## src/rtl/dma_chan_pkg.sv

```systemverilog
package dma_chan_pkg;
  typedef enum logic [2:0] {
    SEL_OFS    = 3'd0,
    SEL_COUNT  = 3'd1,
    SEL_PAGE   = 3'd2,
    SEL_MODE   = 3'd3,
    SEL_MASK   = 3'd4,
    SEL_CLRPTR = 3'd5,
    SEL_STATUS = 3'd6
  } reg_sel_e;

  localparam int MODE_DIR_BIT = 0;
endpackage

```

## src/rtl/dma_chan_regs.sv

```systemverilog
module dma_chan_regs
  import dma_chan_pkg::*;
#(
  parameter int OFS_W  = 16,
  parameter int PAGE_W = 4,
  parameter int BYTE_W = 8
) (
  input  logic              clk,
  input  logic              rst_n,
  input  logic              wr_en,
  input  logic              rd_en,
  input  logic [2:0]        sel,
  input  logic [BYTE_W-1:0] wdata,
  output logic [BYTE_W-1:0] rdata,
  input  logic              fire_i,
  input  logic              last_i,
  output logic              mask_o,
  output logic              dir_o,
  output logic [PAGE_W-1:0] page_o,
  output logic [OFS_W-1:0]  ofs_o,
  output logic [OFS_W-1:0]  count_o
);
  localparam int LO_W = OFS_W / 2;

  function automatic logic [OFS_W-1:0] ofs_step(input logic [OFS_W-1:0] a);
    return a + OFS_W'(1);
  endfunction

  function automatic logic [OFS_W-1:0] count_step(input logic [OFS_W-1:0] c);
    return c - OFS_W'(1);
  endfunction

  logic              ptr_hi_q;
  logic              mask_q, flag_q, dir_q;
  logic [PAGE_W-1:0] page_q;
  logic [OFS_W-1:0]  ofs_q, count_q;

  logic wr_ofs, wr_cnt, wr_page, wr_mode, wr_mask, wr_clrptr, rd_status;
  assign wr_ofs    = wr_en && (sel == SEL_OFS);
  assign wr_cnt    = wr_en && (sel == SEL_COUNT);
  assign wr_page   = wr_en && (sel == SEL_PAGE);
  assign wr_mode   = wr_en && (sel == SEL_MODE);
  assign wr_mask   = wr_en && (sel == SEL_MASK);
  assign wr_clrptr = wr_en && (sel == SEL_CLRPTR);
  assign rd_status = rd_en && (sel == SEL_STATUS);

  always_ff @(posedge clk) begin
    if (!rst_n) begin
      ptr_hi_q <= 1'b0;
      mask_q   <= 1'b1;
      flag_q   <= 1'b0;
      dir_q    <= 1'b0;
      page_q   <= '0;
      ofs_q    <= '0;
      count_q  <= '0;
    end else begin
      if (fire_i) begin
        ofs_q   <= ofs_step(ofs_q);
        count_q <= count_step(count_q);
      end
      if (wr_ofs) begin
        if (ptr_hi_q) ofs_q[OFS_W-1:LO_W] <= wdata[OFS_W-LO_W-1:0];
        else          ofs_q[LO_W-1:0]     <= wdata[LO_W-1:0];
      end
      if (wr_cnt) begin
        if (ptr_hi_q) count_q[OFS_W-1:LO_W] <= wdata[OFS_W-LO_W-1:0];
        else          count_q[LO_W-1:0]     <= wdata[LO_W-1:0];
      end
      if (wr_ofs || wr_cnt) ptr_hi_q <= ~ptr_hi_q;
      if (wr_clrptr)        ptr_hi_q <= 1'b0;
      if (wr_page) page_q <= wdata[PAGE_W-1:0];
      if (wr_mode) dir_q  <= wdata[MODE_DIR_BIT];
      if (wr_mask) mask_q <= wdata[0];
      if (last_i)  mask_q <= 1'b1;
      if (rd_status) flag_q <= 1'b0;
      if (last_i)    flag_q <= 1'b1;
    end
  end

  always_comb begin
    rdata = '0;
    if (rd_status) rdata = {{(BYTE_W-2){1'b0}}, mask_q, flag_q};
  end

  assign mask_o  = mask_q;
  assign dir_o   = dir_q;
  assign page_o  = page_q;
  assign ofs_o   = ofs_q;
  assign count_o = count_q;

  // the last transfer leaves the channel masked with the flag set
  assert_last_masks_R8: assert property (@(posedge clk) disable iff (!rst_n)
    last_i |=> (mask_q && flag_q));

  // the pointer reset command returns the pointer to the low byte
  assert_ptr_clear_R3: assert property (@(posedge clk) disable iff (!rst_n)
    wr_clrptr |=> !ptr_hi_q);

  // a transfer never changes the page
  assert_page_hold_R4: assert property (@(posedge clk) disable iff (!rst_n)
    (fire_i && !wr_page) |=> $stable(page_q));
endmodule

```

## src/rtl/dma_chan_xfer.sv

```systemverilog
module dma_chan_xfer #(
  parameter int OFS_W  = 16,
  parameter int PAGE_W = 4
) (
  input  logic                    clk,
  input  logic                    rst_n,
  input  logic                    dreq,
  input  logic                    mask_i,
  input  logic                    dir_i,
  input  logic [PAGE_W-1:0]       page_i,
  input  logic [OFS_W-1:0]        ofs_i,
  input  logic [OFS_W-1:0]        count_i,
  output logic                    fire_o,
  output logic                    last_o,
  output logic                    dack_o,
  output logic                    mem_rd_o,
  output logic                    mem_wr_o,
  output logic                    tc_o,
  output logic [PAGE_W+OFS_W-1:0] mem_addr_o
);
  localparam int PHYS_W = PAGE_W + OFS_W;

  function automatic logic [PHYS_W-1:0] phys(input logic [PAGE_W-1:0] p,
                                             input logic [OFS_W-1:0] o);
    return {p, o};
  endfunction

  assign fire_o = dreq && !mask_i;
  assign last_o = fire_o && (count_i == '0);

  always_ff @(posedge clk) begin
    if (!rst_n) begin
      dack_o     <= 1'b0;
      mem_rd_o   <= 1'b0;
      mem_wr_o   <= 1'b0;
      tc_o       <= 1'b0;
      mem_addr_o <= '0;
    end else begin
      dack_o   <= fire_o;
      mem_wr_o <= fire_o && dir_i;
      mem_rd_o <= fire_o && !dir_i;
      tc_o     <= last_o;
      if (fire_o) mem_addr_o <= phys(page_i, ofs_i);
    end
  end

  // exactly one memory strobe with each acknowledge, and none without it
  assert_one_strobe_R6: assert property (@(posedge clk) disable iff (!rst_n)
    dack_o |-> ($countones({mem_rd_o, mem_wr_o}) == 1));
  assert_strobe_needs_ack_R6: assert property (@(posedge clk) disable iff (!rst_n)
    (mem_rd_o || mem_wr_o) |-> dack_o);

  // the terminal-count pulse only rides on a transfer
  assert_tc_on_xfer_R8: assert property (@(posedge clk) disable iff (!rst_n)
    tc_o |-> dack_o);
endmodule

```

## src/rtl/dma_demand_chan.sv

```systemverilog
module dma_demand_chan #(
  parameter int OFS_W  = 16,
  parameter int PAGE_W = 4,
  parameter int BYTE_W = 8
) (
  input  logic                    clk,
  input  logic                    rst_n,
  input  logic                    cpu_wr,
  input  logic                    cpu_rd,
  input  logic [2:0]              cpu_sel,
  input  logic [BYTE_W-1:0]       cpu_wdata,
  output logic [BYTE_W-1:0]       cpu_rdata,
  input  logic                    dreq,
  output logic                    dack,
  output logic                    mem_rd,
  output logic                    mem_wr,
  output logic                    tc,
  output logic [PAGE_W+OFS_W-1:0] mem_addr
);
  logic              xfer_fire, xfer_last;
  logic              chan_mask, chan_dir;
  logic [PAGE_W-1:0] chan_page;
  logic [OFS_W-1:0]  chan_ofs, chan_count;

  dma_chan_regs #(.OFS_W(OFS_W), .PAGE_W(PAGE_W), .BYTE_W(BYTE_W)) regs_i (
    .clk     (clk),
    .rst_n   (rst_n),
    .wr_en   (cpu_wr),
    .rd_en   (cpu_rd),
    .sel     (cpu_sel),
    .wdata   (cpu_wdata),
    .rdata   (cpu_rdata),
    .fire_i  (xfer_fire),
    .last_i  (xfer_last),
    .mask_o  (chan_mask),
    .dir_o   (chan_dir),
    .page_o  (chan_page),
    .ofs_o   (chan_ofs),
    .count_o (chan_count)
  );

  dma_chan_xfer #(.OFS_W(OFS_W), .PAGE_W(PAGE_W)) xfer_i (
    .clk        (clk),
    .rst_n      (rst_n),
    .dreq       (dreq),
    .mask_i     (chan_mask),
    .dir_i      (chan_dir),
    .page_i     (chan_page),
    .ofs_i      (chan_ofs),
    .count_i    (chan_count),
    .fire_o     (xfer_fire),
    .last_o     (xfer_last),
    .dack_o     (dack),
    .mem_rd_o   (mem_rd),
    .mem_wr_o   (mem_wr),
    .tc_o       (tc),
    .mem_addr_o (mem_addr)
  );

  // a channel masked at an edge makes no transfer at that edge
  assert_masked_quiet_R2: assert property (@(posedge clk) disable iff (!rst_n)
    chan_mask |=> !dack);

  // back-to-back transfers step the offset by one inside the same page
  assert_addr_step_R4: assert property (@(posedge clk) disable iff (!rst_n)
    (dack && $past(dack) && $stable(chan_page)) |->
      (mem_addr[OFS_W-1:0] == OFS_W'($past(mem_addr[OFS_W-1:0]) + 1)) &&
      (mem_addr[PAGE_W+OFS_W-1:OFS_W] == $past(mem_addr[PAGE_W+OFS_W-1:OFS_W])));
endmodule

```

## config.mk

```make
export PLATFORM = sky130hd
export DESIGN_NAME = dma_demand_chan
export DESIGN_NICKNAME = d
export VERILOG_FILES = /design/src/rtl/dma_chan_pkg.sv /design/src/rtl/dma_chan_regs.sv /design/src/rtl/dma_chan_xfer.sv /design/src/rtl/dma_demand_chan.sv
export SDC_FILE = /design/constraint.sdc
export NUM_CORES = 1
export LEC_CHECK = 0
export BUFFER_PORTS_ARGS = -buffer_cell sky130_fd_sc_hd__buf_2
export CORE_ASPECT_RATIO = 0.6
export CORE_MARGIN = 3
export CORE_UTILIZATION = 55
export CTS_CLUSTER_SIZE = 12
export DETAILED_ROUTE_END_ITERATION = 16
export PLACE_DENSITY = 0.83
export SETUP_SLACK_MARGIN = 0.2
export SLEW_MARGIN = 20
export SYNTH_ARGS = -nofsm -noshare
export SYNTH_HDL_FRONTEND = slang
export SYNTH_SLANG_ARGS = --single-unit
export TNS_END_PERCENT = 50
```

## constraint.sdc

```tcl
create_clock -name clk -period 1.98 [get_ports clk]
set_input_delay 0.396 -clock clk [delete_from_list [all_inputs] [get_ports clk]]
set_output_delay 0.396 -clock clk [all_outputs]
set_load 0.05 [all_outputs]
```

==> results.json <==
{
  "status": "completed",
  "ys_warn_count": 0,
  "synth.most_common_cell": "dfxtp_1",
  "tns_ns": 0,
  "nets": 405,
  "die-area_um2": 6138,
  "syn_avg_cell_area_um2": 8.524,
  "hp-class": "input port to flop",
  "ys_seq_area_frac": 0.4474,
  "cp.required_ns": 2.25,
  "clkTransAtPathRegs_ns": 0.07,
  "clk_latency_ns": 0.34,
  "place_congestion": 0.8362,
  "first_global_vias": 2358,
  "syn_inst": 336,
  "cp-start-kind": "flop",
  "drtPass1Iterations": 5,
  "fin_total_pwr_mw": 2.653,
  "cts_made_buffers": 9,
  "worstSetupPathType": "flop to flop",
  "grt_pass1_wl_um": 11540,
  "reg2reg_depth": 4,
  "synth.area.top_cells": "dfxtp_1 (45%), nand2_1 (6.3%), a21oi_1 (4.9%)",
  "viasPerCell": 5.914,
  "synth_edf_count": 0,
  "holdCritStartpoint": "cpu_sel[2]",
  "yosysTopAreaCell": "dfxtp_1",
  "drive_above_1_share": 0.2015,
  "synth.distinct_cells": 41,
  "rsz0062_at_grt": "true",
  "antenna_left": 0,
  "drc_errors": 0,
  "area_growth_pct": 18.87,
  "powerDensity_nw_per_um2": 779.4,
  "drv_slew": 0,
  "final.period_utilization": 0.9003,
  "ys_ff_latch": 64,
  "cts.sinks": 64,
  "tightest_slew_ns": 0.5621,
  "ys.flop_type": "dfxtp_1",
  "vias": 2697,
  "antenna_found_initial": 0,
  "ctsHtreeMaxLevel": 3,
  "root_buffer": "clkbuf_8",
  "row_count": 19,
  "track_usage": 0.2472,
  "min_path_cells": 4,
  "fmaxAchievable_ghz": 0.5610,
  "power_leakage_nw": 1.318,
  "r2r-start": "regs_i.mask_o",
  "floorplan.initialDensity": 0.5964,
  "path_cells": "and4b_1 > nand4_1 > or4_1 > a31oi_1",
  "netlist_area_um2": 2864,
  "peakVddDrop_mv": 0.5561,
  "slew_headroom": 0.6239,
  "die_h_um": 61.90,
  "finalWirelength_um": 7385,
  "dpl.hpwl_um": 5042,
  "cts_tree": "yes",
  "grt_remaining_overflow": 0,
  "synth_top_cell_area_share": 0.4474,
  "grt_max_degree": 29,
  "layout_min_cycle_time_ns": 1.783,
  "finalSetupViolations": 0,
  "r2r_setup_slack_ns": 0.20,
  "r2r_end": "regs_i.ofs_o[14]",
  "cpPeakStageDelay_ns": 0.49,
  "drt_iter0_drc": 159,
  "clock_path_buffers": 2,
  "setup.worst_path.end_class": "flop",
  "ys_top_cells_by_count": "dfxtp_1 (64), nand2_1 (48), a21oi_1 (28), o21ai_0 (28), nor2_1 (22)",
  "maxCapViolations": 0,
  "hold_viol_final": 0,
  "cp.arrival_ns": 2.05,
  "async_flop_share": 0,
  "portBuffers": 41,
  "boundaryPins": 48,
  "holdPathEnd": "regs_i.ptr_hi_q",
  "wl_per_cell_um": 16.20,
  "core_um2": 4802,
  "die_x_um": 99.16,
  "fin_skew_ns": 0.006802,
  "critPathSlowestCell": "or4_1",
  "path_max_fanout": 7
}
metal layers:
metal / GRT usage / up-vias / part of all wire
met3: 0.07804 / 30 / 0.097
met2: 0.3979 / 136 / 0.44
met5: 0 / - / 0
met1: 0.3146 / 1243 / 0.44
met4: 0.1070 / 0 / 0.026
li1: - / 1288 / -
sequential cells by signal, summed over array words and instances, names as in the netlist, 4 cells and up:
name and cells:
regs_i.count_o 16, regs_i.ofs_o 16, regs_i.page_o 4, xfer_i.mem_addr_o 20
critical path, delay by kind of cell, from the launching register on:
family / cells / cell delay, ns
simple gates: 3 / 1.15
flops: 1 / 0.40
compound gates: 1 / 0.16
cells in the final DEF, fill, tap and decap left out, types with 6 or more instances in the layout:
master     n
a211oi_1   9
a21oi_1   28
a31oi_1   13
buf_2     41
buf_4     17
clkbuf_8  11
conb_1     6
dfxtp_1   64
mux2i_1    9
nand2_1   48
nand3_1   10
nor2_1    22
o21ai_0   28
o31ai_1    6
or3_1      8
or4_1      6
xor2_1    11
area by class of cell:
class,count,area [um^2]
multi-input cells,249,1491
well taps,63,78.83
clock inverters,3,40.04
fillers,384,1398
diodes,1,2.502
flip-flops and latches,64,1281
repair buffers,58,332.8
inverters,5,18.77
clock buffers,13,158.9
cells by family (layout without fill, tap and decap cells):
logic type / Yosys count / after routing / share of synthesized area
simple gates: 130 / 130 / 0.2460
compound gates: 86 / 86 / 0.1717
flops: 64 / 64 / 0.4474
buf+inv: 28 / 79 / 0.04456
xor+xnor: 16 / 16 / 0.04893
mux: 9 / 9 / 0.03146
fa+ha+maj: 2 / 2 / 0.008736
other cells: 1 / 7 / 0.001309
worst max path at each step:
stage / start / end / slack (ns) / depth (start not counted)
after floorplan: regs_i.mask_o / regs_i.count_o[14] / 0.27 / 4
after global placement: cpu_sel[0] / cpu_rdata[1] / 0.28 / 5
after detailed placement: dreq / regs_i.ofs_o[14] / 0.21 / 5
after CTS: regs_i.mask_o / regs_i.ofs_o[14] / 0.25 / 4
after global routing: regs_i.mask_o / regs_i.ofs_o[14] / 0.14 / 4
final: regs_i.mask_o / regs_i.ofs_o[14] / 0.20 / 4
metrics by stage:
step	setup slack (ns)	hold slack, ns	util	instance area, um^2	std cells
final	0.1974	0.3996	0.7090	3405	456
after global placement	0.2801	0.4404	0.6587	3163	436
after CTS	0.2452	0.3847	0.7001	3362	452
after global routing	0.1392	0.4016	0.7084	3402	455
after floorplan	0.2654	0.4160	-	2883	341
after detailed placement	0.2122	0.4422	0.6587	3163	436
report_power, final:
part / leakage (nW) / internal, mW / switching [mW]
clock: 0.103 / 0.647 / 0.469
combinational: 0.697 / 0.0667 / 0.133
sequential: 0.517 / 1.31 / 0.0276
total: 1.32 / 2.02 / 0.630
repair_timing:
item	CTS	global route
gates resized for setup	0	2
hold endpoints to repair	0	0
buffers inserted	0	3
hold buffers	0	0
setup endpoints to repair	0	15
Note: power is estimated with default switching activity, not from simulation.
